### config.mk
export PLATFORM = sky130hd
export DESIGN_NAME = acl_cmd_field
export DESIGN_NICKNAME = d
export VERILOG_FILES = /design/src/rtl/acl_chk_pkg.sv /design/src/rtl/acl_cmd_field.sv
export SDC_FILE = /design/constraint.sdc
export NUM_CORES = 1
export LEC_CHECK = 0
export BUFFER_PORTS_ARGS = -buffer_cell sky130_fd_sc_hd__buf_2
export CAP_MARGIN = 40
export CORE_MARGIN = 3
export CORE_UTILIZATION = 42
export CTS_CLUSTER_DIAMETER = 50
export DETAILED_ROUTE_END_ITERATION = 10
export PLACE_DENSITY = 0.8
export SYNTH_ARGS = -nofsm -noshare
export SYNTH_HDL_FRONTEND = slang
export SYNTH_SLANG_ARGS = --single-unit
### constraint.sdc
create_clock -name clk -period 0.9 [get_ports clk]
set_input_delay 0.135 -clock clk [delete_from_list [all_inputs] [get_ports clk]]
set_output_delay 0.135 -clock clk [all_outputs]
set_load 0.02 [all_outputs]
### src/rtl/acl_chk_pkg.sv
package acl_chk_pkg;
  localparam int SLOT_W  = 20;
  localparam int TAG_W   = 16;
  localparam int VALID_W = 12;
  localparam int CODEC_W = 2;
  localparam int ADDR_W  = 7;
  localparam int DATA_W  = 16;
  localparam int REQ_W   = 10;
  localparam int NDIR    = 2;
  localparam int IDX_W   = 2;

  localparam int ADDR_LSB  = SLOT_W - 1 - ADDR_W;
  localparam int REQ_LSB   = ADDR_LSB - REQ_W;
  localparam int DATA_LSB  = SLOT_W - DATA_W;
  localparam int TAG_RSV   = CODEC_W;
  localparam int VALID_LSB = TAG_RSV + 1;

  typedef struct packed {
    logic                 ready;
    logic [VALID_W-1:0]   valid;
    logic [CODEC_W-1:0]   codec;
  } tag_t;

  function automatic tag_t f_tag_split(input logic [TAG_W-1:0] v);
    tag_t t;
    t.ready = v[TAG_W-1];
    t.valid = v[VALID_LSB +: VALID_W];
    t.codec = v[CODEC_W-1:0];
    return t;
  endfunction

  function automatic logic f_tag_rsv(input logic [TAG_W-1:0] v);
    return v[TAG_RSV];
  endfunction

  function automatic logic f_s1_rsv(input logic [SLOT_W-1:0] v, input logic is_out);
    logic tail;
    tail = |v[REQ_LSB-1:0];
    if (is_out) return tail | (|v[REQ_LSB +: REQ_W]);
    else        return tail | v[SLOT_W-1];
  endfunction

  function automatic logic f_s2_rsv(input logic [SLOT_W-1:0] v);
    return |v[DATA_LSB-1:0];
  endfunction
endpackage

### src/rtl/acl_cmd_field.sv
module acl_cmd_field
  import acl_chk_pkg::*;
#(
  parameter bit IS_OUT = 1'b1
)(
  input  logic               clk,
  input  logic               rst_n,
  input  logic               addr_stb,
  input  logic               data_stb,
  input  logic               addr_en,
  input  logic               data_en,
  input  logic [SLOT_W-1:0]  slot_val,
  output logic               acc_q,
  output logic [ADDR_W-1:0]  addr_q,
  output logic [DATA_W-1:0]  data_q,
  output logic [REQ_W-1:0]   req_q,
  output logic               err_rsv,
  output logic               err_odd
);
  logic take_addr, take_data;
  assign take_addr = addr_stb & addr_en;
  assign take_data = data_stb & data_en;

  assign err_odd = take_addr & slot_val[ADDR_LSB];
  assign err_rsv = (take_addr & f_s1_rsv(slot_val, IS_OUT))
                 | (take_data & f_s2_rsv(slot_val));

  always_ff @(posedge clk) begin
    if (!rst_n) begin
      addr_q <= '0;
      data_q <= '0;
    end else begin
      if (take_addr) addr_q <= slot_val[ADDR_LSB +: ADDR_W];
      if (take_data) data_q <= slot_val[DATA_LSB +: DATA_W];
    end
  end

  if (IS_OUT) begin : g_out
    assign req_q = '0;
    always_ff @(posedge clk) begin
      if (!rst_n)         acc_q <= 1'b0;
      else if (take_addr) acc_q <= slot_val[SLOT_W-1];
    end
  end else begin : g_in
    assign acc_q = 1'b0;
    always_ff @(posedge clk) begin
      if (!rst_n)         req_q <= '0;
      else if (take_addr) req_q <= slot_val[REQ_LSB +: REQ_W];
    end
  end

  AST_ADDR_HOLD: assert property (@(posedge clk) disable iff (!rst_n)
    !take_addr |=> $stable(addr_q));
  AST_DATA_HOLD: assert property (@(posedge clk) disable iff (!rst_n)
    !take_data |=> $stable(data_q));
endmodule

* Word-level counts from Yosys, hierarchy flattened *
Cells that the tools add are included.

cells by class
  reduce and logical (&&, ||, !) cells = 3
  bitwise gates (word level) = 7

operators with widths
  operator             count
  10-bit OR reduction  1
  1-bit bitwise AND    5
  4-bit OR reduction   1
  1-bit bitwise OR     2
  2-bit OR reduction   1

storage, ports and cells
  output and inout bits = 36
  register bits = 24
  input bits = 26
  word-level logic and storage cells = 13

* Depth between registers and ports, before layout *
Gate-level depths: netlist (run 1).

  depth after elaboration = 4
  gate-level depth with buffers = 5
  depth with buffers taken out = 3

* Worst setup path after synthesis (run 1) *
Ideal clock, no wire load.

  path type = input to output
  from = input data_stb
  to = output err_rsv
  slack = 0.007 ns
  buffers on the path = 1
  arrival = 0.758 ns
  stages on the path = 3
  path through = nand2_2 buf_2 o22ai_1

between the ends
  cells in the longest elaborated chain, start to end = 3

ends and longest elaborated chain
  element            line                 source
  from (decl)        acl_cmd_field.sv:9   input logic data_stb,
  1-bit bitwise AND  acl_cmd_field.sv:22  assign take_data = data_stb & data_en;
  1-bit bitwise AND  acl_cmd_field.sv:26  | (take_data & f_s2_rsv(slot_val));
  1-bit bitwise OR   acl_cmd_field.sv:26
  to (decl)          acl_cmd_field.sv:17  output logic err_rsv,

No other way between the ends.

* Worst setup path in the final report (run 1) *
  from = input slot_val[2]
  to = output err_rsv

between the ends
  cells in the longest elaborated chain, start to end = 4
  elaborated cells between the ends (all ways) = 6
  classes of those cells = bitwise (4); reduce/logical (2)

ends and longest elaborated chain
  element              line                 source
  from (decl)          acl_cmd_field.sv:12  input logic [SLOT_W-1:0] slot_val,
  10-bit OR reduction  acl_chk_pkg.sv:39    if (is_out) return tail | (|v[REQ_LSB +: REQ_W]);
  1-bit bitwise OR     acl_chk_pkg.sv:39
  1-bit bitwise AND    acl_cmd_field.sv:25  assign err_rsv = (take_addr & f_s1_rsv(slot_val, IS_OUT))
  1-bit bitwise OR *   acl_cmd_field.sv:26

Mark *: on every way between the ends. The rest lies on a longest branch, timed or not.

==> results of run 1 <==
==> worst max-delay path by stage <==
stage                       from       to  slack [ns]  depth (start not counted)
floorplan               data_stb  err_rsv       0.007                          3
CTS                 slot_val[11]  err_rsv       -0.16                          5
global placement     slot_val[4]  err_rsv       -0.25                          5
finish               slot_val[2]  err_rsv       -0.15                          5
detailed placement   slot_val[4]  err_rsv       -0.23                          5
global route         slot_val[2]  err_rsv       -0.19                          5
==> cells by family (layout without fill, tap and decap cells) <==
kind of cell | Yosys count | in the layout | share of synthesized area (%)
and+or+nand+nor | 56 | 56 | 22.5
other | 1 | 10 | 0.350
buffers and inverters | 16 | 65 | 11.6
AOI/OAI and AO/OA | 25 | 25 | 20.7
DFF | 24 | 24 | 44.9
==> through the flow <==
stage                     std cells  setup TNS [ns]
after floorplan                 131               0
after CTS                       203          -0.467
after global routing            208           -1.16
after global placement          200           -2.64
after detailed placement        200           -3.05
final                           208          -0.385
==> per-layer routing <==
layer | global-route usage [%] | vias up | share of wire, %
li1 | - | 495 | -
met1 | 19.6 | 500 | 35
met2 | 37.6 | 36 | 56
met3 | 3.45 | 6 | 7.2
met4 | 5.08 | 0 | 1.7
met5 | 0 | - | 0
==> area by class of cell <==
| cell class | count | share of cell area (%) |
|---|---|---|
| multi-input combinational | 91 | 33.1 |
| timing repair buffer | 62 | 32.2 |
| sequential | 24 | 31.2 |
| tap | 28 | 2.14 |
| clock buffer | 3 | 1.38 |
==> cells in the mapped netlist, types with 2 or more instances <==
cell type / n
sky130_fd_sc_hd__nand2_1: 46
sky130_fd_sc_hd__dfxtp_1: 24
sky130_fd_sc_hd__a21boi_0: 13
sky130_fd_sc_hd__a21boi_2: 10
sky130_fd_sc_hd__buf_4: 10
sky130_fd_sc_hd__and2_1: 2
sky130_fd_sc_hd__and3_1: 2
sky130_fd_sc_hd__buf_2: 2
sky130_fd_sc_hd__clkbuf_1: 2
sky130_fd_sc_hd__nand2_2: 2
sky130_fd_sc_hd__nor4_1: 2
==> critical path: stages <==
cell and delay, ns:
sky130_fd_sc_hd__buf_8 0.10, sky130_fd_sc_hd__nor4_4 0.26, sky130_fd_sc_hd__and3_1 0.19, sky130_fd_sc_hd__o22ai_1 0.06, sky130_fd_sc_hd__buf_4 0.16
==> power groups by stage <==
stage	logic, mW	registers, mW	clock network (mW)
2_1_floorplan	0.211	1.22	0
3_3_place_gp	0.381	1.16	0
3_5_place_dp	0.391	1.16	0
4_1_cts	0.474	1.16	0.458
5_1_grt	0.542	1.16	0.505
6_report	0.502	1.16	0.457
==> registers in the layout (all words and copies together), names as in the netlist <==
signal and flops:
data_q 16, addr_q 7, acc_q 1
==> repair_timing <==
item                       in CTS  in global routing
buffers inserted                0                  5
pin swaps                       5                  1
resized for setup              84                  4
setup endpoints to repair      25                 29
==> metrics.txt, run 1 <==
# TYPE chip_impl_metric gauge
chip_impl_info{name="min-delay-start",value="slot_val[11]"} 1
chip_impl_metric{name="multi_input_gate_area",unit="um^2"} 541
chip_impl_metric{name="drive_above_1_share",unit="%"} 58.3
chip_impl_metric{name="critPathRequiredTime",unit="ns"} 0.76
chip_impl_metric{name="drt-wirelength-per-cell",unit="um"} 14.2
chip_impl_metric{name="share_of_the_synthesized_area_in_the_top_cell_type",unit="%"} 44.9
chip_impl_metric{name="antenna_cells_inserted",unit=""} 0
chip_impl_metric{name="synth-async-reset-ratio",unit="%"} 0
chip_impl_metric{name="timing.final.setup_violations",unit=""} 25
chip_impl_metric{name="finalCriticalPeriod",unit="ns"} 1.05
chip_impl_metric{name="io_pins",unit=""} 62
chip_impl_info{name="end_kind",value="output port"} 1
chip_impl_metric{name="power.share.clock",unit="%"} 21.6
chip_impl_metric{name="initial_utilization",unit="%"} 46.2
chip_impl_info{name="violations_in_the_final_reports",value="negative setup slack"} 1
chip_impl_metric{name="power.share.sequential",unit="%"} 54.7
chip_impl_metric{name="cellLeakagePower",unit="nW"} 0.713
chip_impl_info{name="tritoncts",value="yes"} 1
chip_impl_metric{name="netlist_instances",unit=""} 122
chip_impl_info{name="unrepaired_setup_endpoints_after_global_routing",value="true"} 1
chip_impl_metric{name="report.final.slew_viol_count",unit=""} 0
chip_impl_info{name="ys_dominant_reg_cell",value="sky130_fd_sc_hd__dfxtp_1"} 1
chip_impl_info{name="synthTopCellsByArea",value="sky130_fd_sc_hd__dfxtp_1 45%, sky130_fd_sc_hd__nand2_1 16%, sky130_fd_sc_hd__a21boi_2 11%, sky130_fd_sc_hd__a21boi_0 9.1%, sky130_fd_sc_hd__buf_4 7.0%"} 1
chip_impl_metric{name="place_area",unit="um^2"} 1320
chip_impl_metric{name="residual_overflow_from_global_routing",unit=""} 0
chip_impl_metric{name="drt_first_iter_violations",unit=""} 18
chip_impl_metric{name="swShare",unit="%"} 28.4
chip_impl_metric{name="summed_area_of_non_filler_cells_in_the_final_layout",unit="um^2"} 1630
chip_impl_metric{name="die_area",unit="um^2"} 3190
chip_impl_metric{name="layout.core_utilization",unit="%"} 70.5
chip_impl_metric{name="die-height",unit="um"} 56.5
chip_impl_metric{name="worst_setup_hold_path_clk_slew",unit="ns"} 0.12
chip_impl_metric{name="rows",unit=""} 17
chip_impl_info{name="most_frequent_standard_cell_in_the_layout_excluding_fill_and_tap_cells",value="sky130_fd_sc_hd__nand2_1"} 1
chip_impl_info{name="cp-start-kind",value="input port"} 1
chip_impl_info{name="rr_endpoint",value="data_q[12]"} 1
chip_impl_metric{name="global_route_wire_length_before_repair",unit="um"} 4860
chip_impl_metric{name="routed_wl",unit="um"} 2950
chip_impl_metric{name="comb_power_share",unit="%"} 23.7
chip_impl_metric{name="worst_slack",unit="ns"} -0.152
chip_impl_metric{name="synth-edff-count",unit=""} 0
chip_impl_metric{name="syn_avg_cell_area",unit="um^2"} 8.78
chip_impl_metric{name="clock_tree.htree_level_count",unit=""} 1
chip_impl_metric{name="p_sw",unit="uW"} 601
chip_impl_metric{name="synthToLayoutAreaGrowth",unit="%"} 52.6
chip_impl_metric{name="global_route_usage_sum",unit="%"} 18.9
chip_impl_metric{name="pre_cts_slack",unit="ns"} -0.235
chip_impl_metric{name="synth.yosys.seq_area_share",unit="%"} 44.9
chip_impl_metric{name="critical_path_arrival",unit="ns"} 0.92
chip_impl_metric{name="cts_max_path_buffers",unit=""} 2
chip_impl_info{name="critical_path.reg2reg.startpoint",value="data_q[12]"} 1
chip_impl_info{name="outcome",value="finished with violations"} 1
chip_impl_metric{name="dp_hpwl",unit="um"} 2120
chip_impl_info{name="hold-path-endpoint",value="data_q[7]"} 1
chip_impl_metric{name="gpl_wtd_cong",unit=""} 0.752
chip_impl_metric{name="post_syn_area",unit="um^2"} 1070
chip_impl_metric{name="grt_start_max_net_pins",unit=""} 25
chip_impl_metric{name="yosys_register_bits",unit=""} 24
chip_impl_info{name="synth_area_leader_cell",value="sky130_fd_sc_hd__dfxtp_1"} 1
chip_impl_metric{name="worstPathMaxFanout",unit=""} 2
chip_impl_metric{name="vdd_drop_max",unit="mV"} 0.997
chip_impl_metric{name="vias_per_cell",unit=""} 4.99
chip_impl_metric{name="core_region_area",unit="um^2"} 2320
chip_impl_metric{name="nNetsFinal",unit=""} 208
chip_impl_metric{name="r2r_setup_slack",unit="ns"} 0.13
chip_impl_info{name="buffer_cell_driving_the_clock_tree_root",value="sky130_fd_sc_hd__clkbuf_4"} 1
chip_impl_metric{name="antenna_found_initial",unit=""} 0
chip_impl_metric{name="power.density_cell_area",unit="nW/um^2"} 1290
chip_impl_metric{name="finalHoldWorstSlack",unit="ns"} 0.0610
chip_impl_metric{name="maxClockFrequency",unit="MHz"} 951
chip_impl_metric{name="ff_latch_area",unit="um^2"} 510
chip_impl_metric{name="ff2ff_path_depth",unit=""} 3
chip_impl_metric{name="total_power",unit="mW"} 2.12
chip_impl_info{name="critPathKind",value="input port to output port"} 1
chip_impl_metric{name="route.vias.total",unit=""} 1037
chip_impl_metric{name="numPortBuffers",unit=""} 51
chip_impl_metric{name="drt_pass1_iterations",unit=""} 4
chip_impl_metric{name="finalHoldViolCount",unit=""} 0
chip_impl_metric{name="antenna_violating_nets_post_route",unit=""} 0
chip_impl_metric{name="clkSinkCount",unit=""} 24
chip_impl_info{name="hp-class",value="input port to flip-flop"} 1
chip_impl_metric{name="vias_in_the_first_global_route",unit=""} 1099
chip_impl_metric{name="hold_fix_buffers_cts",unit=""} 0
chip_impl_metric{name="horiz_die_dim",unit="um"} 56.5
chip_impl_metric{name="drv_cap",unit=""} 0
chip_impl_metric{name="min_delay_path_depth",unit=""} 3
chip_impl_metric{name="library_cells_used_by_synthesis",unit=""} 18
chip_impl_metric{name="route.detailed.drc",unit=""} 0
chip_impl_metric{name="filler_cell_count",unit=""} 194
chip_impl_info{name="layout_common_cells",value="46 x sky130_fd_sc_hd__nand2_1, 28 x sky130_fd_sc_hd__buf_6, 24 x sky130_fd_sc_hd__dfxtp_2, 21 x sky130_fd_sc_hd__buf_2, 13 x sky130_fd_sc_hd__a21boi_0"} 1
chip_impl_metric{name="final_period_utilization",unit="%"} 117
chip_impl_metric{name="total_internal_power",unit="mW"} 1.51
chip_impl_metric{name="finalClockSkew",unit="ns"} 0
chip_impl_metric{name="clk-insertion-delay-late",unit="ns"} 0.30
chip_impl_metric{name="yosysWarningCount",unit=""} 0
chip_impl_metric{name="cts_buffers",unit=""} 3
(Power assumes the default switching activity.)
==> run 2, diff against run 1 <==
Settings changed: RECOVER_POWER from default to 50.
==> metrics.txt, run 2 (same netlist as run 1, synthesis figures left out) <==
# TYPE chip_impl_metric gauge
chip_impl_metric{name="hold_fix_buffers_cts",unit=""} 0
chip_impl_metric{name="cellLeakagePower",unit="nW"} 0.708
chip_impl_metric{name="critPathRequiredTime",unit="ns"} 0.76
chip_impl_metric{name="total_power",unit="mW"} 2.11
chip_impl_metric{name="clkSinkCount",unit=""} 24
chip_impl_metric{name="horiz_die_dim",unit="um"} 56.5
chip_impl_metric{name="power.density_cell_area",unit="nW/um^2"} 1300
chip_impl_info{name="largestRegisters",value="data_q: 16 flops, addr_q: 7 flops, acc_q: 1 flops"} 1
chip_impl_metric{name="gpl_wtd_cong",unit=""} 0.752
chip_impl_metric{name="antenna_violating_nets_post_route",unit=""} 0
chip_impl_info{name="critPathKind",value="input port to output port"} 1
chip_impl_info{name="most_frequent_standard_cell_in_the_layout_excluding_fill_and_tap_cells",value="sky130_fd_sc_hd__nand2_1"} 1
chip_impl_metric{name="worstPathMaxFanout",unit=""} 2
chip_impl_metric{name="drt-wirelength-per-cell",unit="um"} 14.2
chip_impl_metric{name="cts_max_path_buffers",unit=""} 2
chip_impl_metric{name="met1_demand_to_capacity_share_in_global_routing",unit="%"} 19.6
chip_impl_metric{name="worst_setup_hold_path_clk_slew",unit="ns"} 0.12
chip_impl_metric{name="finalClockSkew",unit="ns"} 0
chip_impl_info{name="violations_in_the_final_reports",value="negative setup slack"} 1
chip_impl_metric{name="min_delay_path_depth",unit=""} 3
chip_impl_metric{name="gr-usage-met3",unit="%"} 3.45
chip_impl_info{name="tritoncts",value="yes"} 1
chip_impl_info{name="min-delay-start",value="slot_val[11]"} 1
chip_impl_metric{name="finalHoldViolCount",unit=""} 0
chip_impl_metric{name="clk-insertion-delay-late",unit="ns"} 0.30
chip_impl_metric{name="drt_pass1_iterations",unit=""} 4
chip_impl_metric{name="residual_overflow_from_global_routing",unit=""} 0
chip_impl_metric{name="drive_above_1_share",unit="%"} 51.7
chip_impl_info{name="end_kind",value="output port"} 1
chip_impl_metric{name="dp_hpwl",unit="um"} 2120
chip_impl_metric{name="die_area",unit="um^2"} 3190
chip_impl_metric{name="drt_first_iter_violations",unit=""} 18
chip_impl_info{name="rr_endpoint",value="data_q[12]"} 1
chip_impl_metric{name="vdd_drop_max",unit="mV"} 0.995
chip_impl_metric{name="filler_cell_count",unit=""} 199
chip_impl_info{name="outcome",value="finished with violations"} 1
chip_impl_info{name="max_flop_register",value="data_q"} 1
chip_impl_metric{name="die-height",unit="um"} 56.5
chip_impl_metric{name="finalCriticalPeriod",unit="ns"} 1.05
chip_impl_metric{name="io_pins",unit=""} 62
chip_impl_info{name="cp-start-kind",value="input port"} 1
chip_impl_metric{name="flip_flop_count_of_the_largest_register_after_layout",unit=""} 16
chip_impl_metric{name="summed_area_of_non_filler_cells_in_the_final_layout",unit="um^2"} 1620
chip_impl_metric{name="numPortBuffers",unit=""} 51
chip_impl_info{name="buffer_cell_driving_the_clock_tree_root",value="sky130_fd_sc_hd__clkbuf_4"} 1
chip_impl_metric{name="grt_start_max_net_pins",unit=""} 25
chip_impl_metric{name="final_period_utilization",unit="%"} 117
chip_impl_metric{name="routed_wl",unit="um"} 2950
chip_impl_metric{name="antenna_found_initial",unit=""} 0
chip_impl_metric{name="maxClockFrequency",unit="MHz"} 951
chip_impl_metric{name="route.detailed.drc",unit=""} 0
chip_impl_metric{name="timing.final.setup_violations",unit=""} 25
chip_impl_metric{name="critical_path_arrival",unit="ns"} 0.92
chip_impl_metric{name="report.final.slew_viol_count",unit=""} 0
chip_impl_info{name="unrepaired_setup_endpoints_after_global_routing",value="true"} 1
chip_impl_info{name="hold-path-endpoint",value="data_q[7]"} 1
chip_impl_metric{name="global_route_wire_length_before_repair",unit="um"} 4860
chip_impl_metric{name="place_area",unit="um^2"} 1320
chip_impl_metric{name="cts_buffers",unit=""} 3
chip_impl_metric{name="clock_tree.htree_level_count",unit=""} 1
chip_impl_metric{name="vias_per_cell",unit=""} 4.99
chip_impl_metric{name="core_region_area",unit="um^2"} 2320
chip_impl_metric{name="initial_utilization",unit="%"} 46.2
chip_impl_metric{name="rows",unit=""} 17
chip_impl_metric{name="r2r_setup_slack",unit="ns"} 0.13
chip_impl_metric{name="route.vias.total",unit=""} 1037
chip_impl_metric{name="worst_slack",unit="ns"} -0.152
chip_impl_metric{name="grt.met2_usage",unit="%"} 37.6
chip_impl_metric{name="drv_cap",unit=""} 0
chip_impl_metric{name="pre_cts_slack",unit="ns"} -0.235
chip_impl_metric{name="vias_in_the_first_global_route",unit=""} 1099
chip_impl_metric{name="ff2ff_path_depth",unit=""} 3
chip_impl_info{name="critical_path.reg2reg.startpoint",value="data_q[12]"} 1
chip_impl_metric{name="global_route_usage_sum",unit="%"} 18.9
chip_impl_info{name="busiest_layer",value="met2"} 1
chip_impl_metric{name="antenna_cells_inserted",unit=""} 0
chip_impl_info{name="hp-class",value="input port to flip-flop"} 1
chip_impl_metric{name="synthToLayoutAreaGrowth",unit="%"} 51.2
chip_impl_metric{name="nNetsFinal",unit=""} 208
chip_impl_info{name="layout_common_cells",value="46 x sky130_fd_sc_hd__nand2_1, 28 x sky130_fd_sc_hd__buf_6, 21 x sky130_fd_sc_hd__buf_2, 13 x sky130_fd_sc_hd__a21boi_0"} 1
==> run 2: cell types whose count changed in the layout (fill, tap and decap cells not counted) <==
cell                      change
sky130_fd_sc_hd__dfxtp_1     +12
sky130_fd_sc_hd__dfxtp_2     -12
==> run 2: layer usage <==
metal | vias to the layer above | share of wire [%] | wire length, um
met3 | 6 | 7.2 | 213
met1 | 500 | 35 | 1030
li1 | 495 | - | -
met5 | - | 0 | 0
met4 | 0 | 1.7 | 50
met2 | 36 | 56 | 1650
==> run 2: worst max-delay path: stages <==
cell and delay [ns]:
sky130_fd_sc_hd__buf_8 0.10, sky130_fd_sc_hd__nor4_4 0.26, sky130_fd_sc_hd__and3_1 0.19, sky130_fd_sc_hd__o22ai_1 0.06, sky130_fd_sc_hd__buf_4 0.16
==> run 2: final cells by class <==
class	instances	area (um^2)	share of cell area, %
Tap cell	28	35.0	2.16
Timing Repair Buffer	62	526	32.5
Clock buffer	3	22.5	1.39
Sequential cell	24	495	30.6
Multi-Input combinational cell	91	541	33.4
==> run 2: power breakdown <==
part | internal (mW) | leakage, nW | switching [mW]
sequential | 1.12 | 0.201 | 0.0355
combinational | 0.237 | 0.493 | 0.264
clock | 0.156 | 0.0138 | 0.301
total | 1.51 | 0.708 | 0.601
==> run 2: timing repair <==
action / CTS / global route
gates resized for setup: 84 / 4
buffers inserted: 0 / 5
pin swaps: 5 / 1
endpoints found under the setup margin: 25 / 29
endpoints found under the hold margin: 0 / 0
==> run 2: worst max-delay path by stage <==
stage / from / end / slack [ns] / depth (start not counted)
floorplan: data_stb / err_rsv / 0.007 / 3
global placement: slot_val[4] / err_rsv / -0.25 / 5
detailed placement: slot_val[4] / err_rsv / -0.23 / 5
CTS: slot_val[11] / err_rsv / -0.16 / 5
global route: slot_val[2] / err_rsv / -0.19 / 5
finish: slot_val[2] / err_rsv / -0.15 / 5
==> run 2: stage by stage <==
step	hold slack [ns]	setup TNS, ns	std cells	utilization [%]
2_1_floorplan	0.262	0	131	-
3_3_place_gp	0.389	-2.64	200	56.8
3_5_place_dp	0.404	-3.05	200	56.8
4_1_cts	0.0546	-0.467	203	68.0
5_1_grt	0.0721	-1.57	208	69.8
6_report	0.0682	-0.709	208	69.8
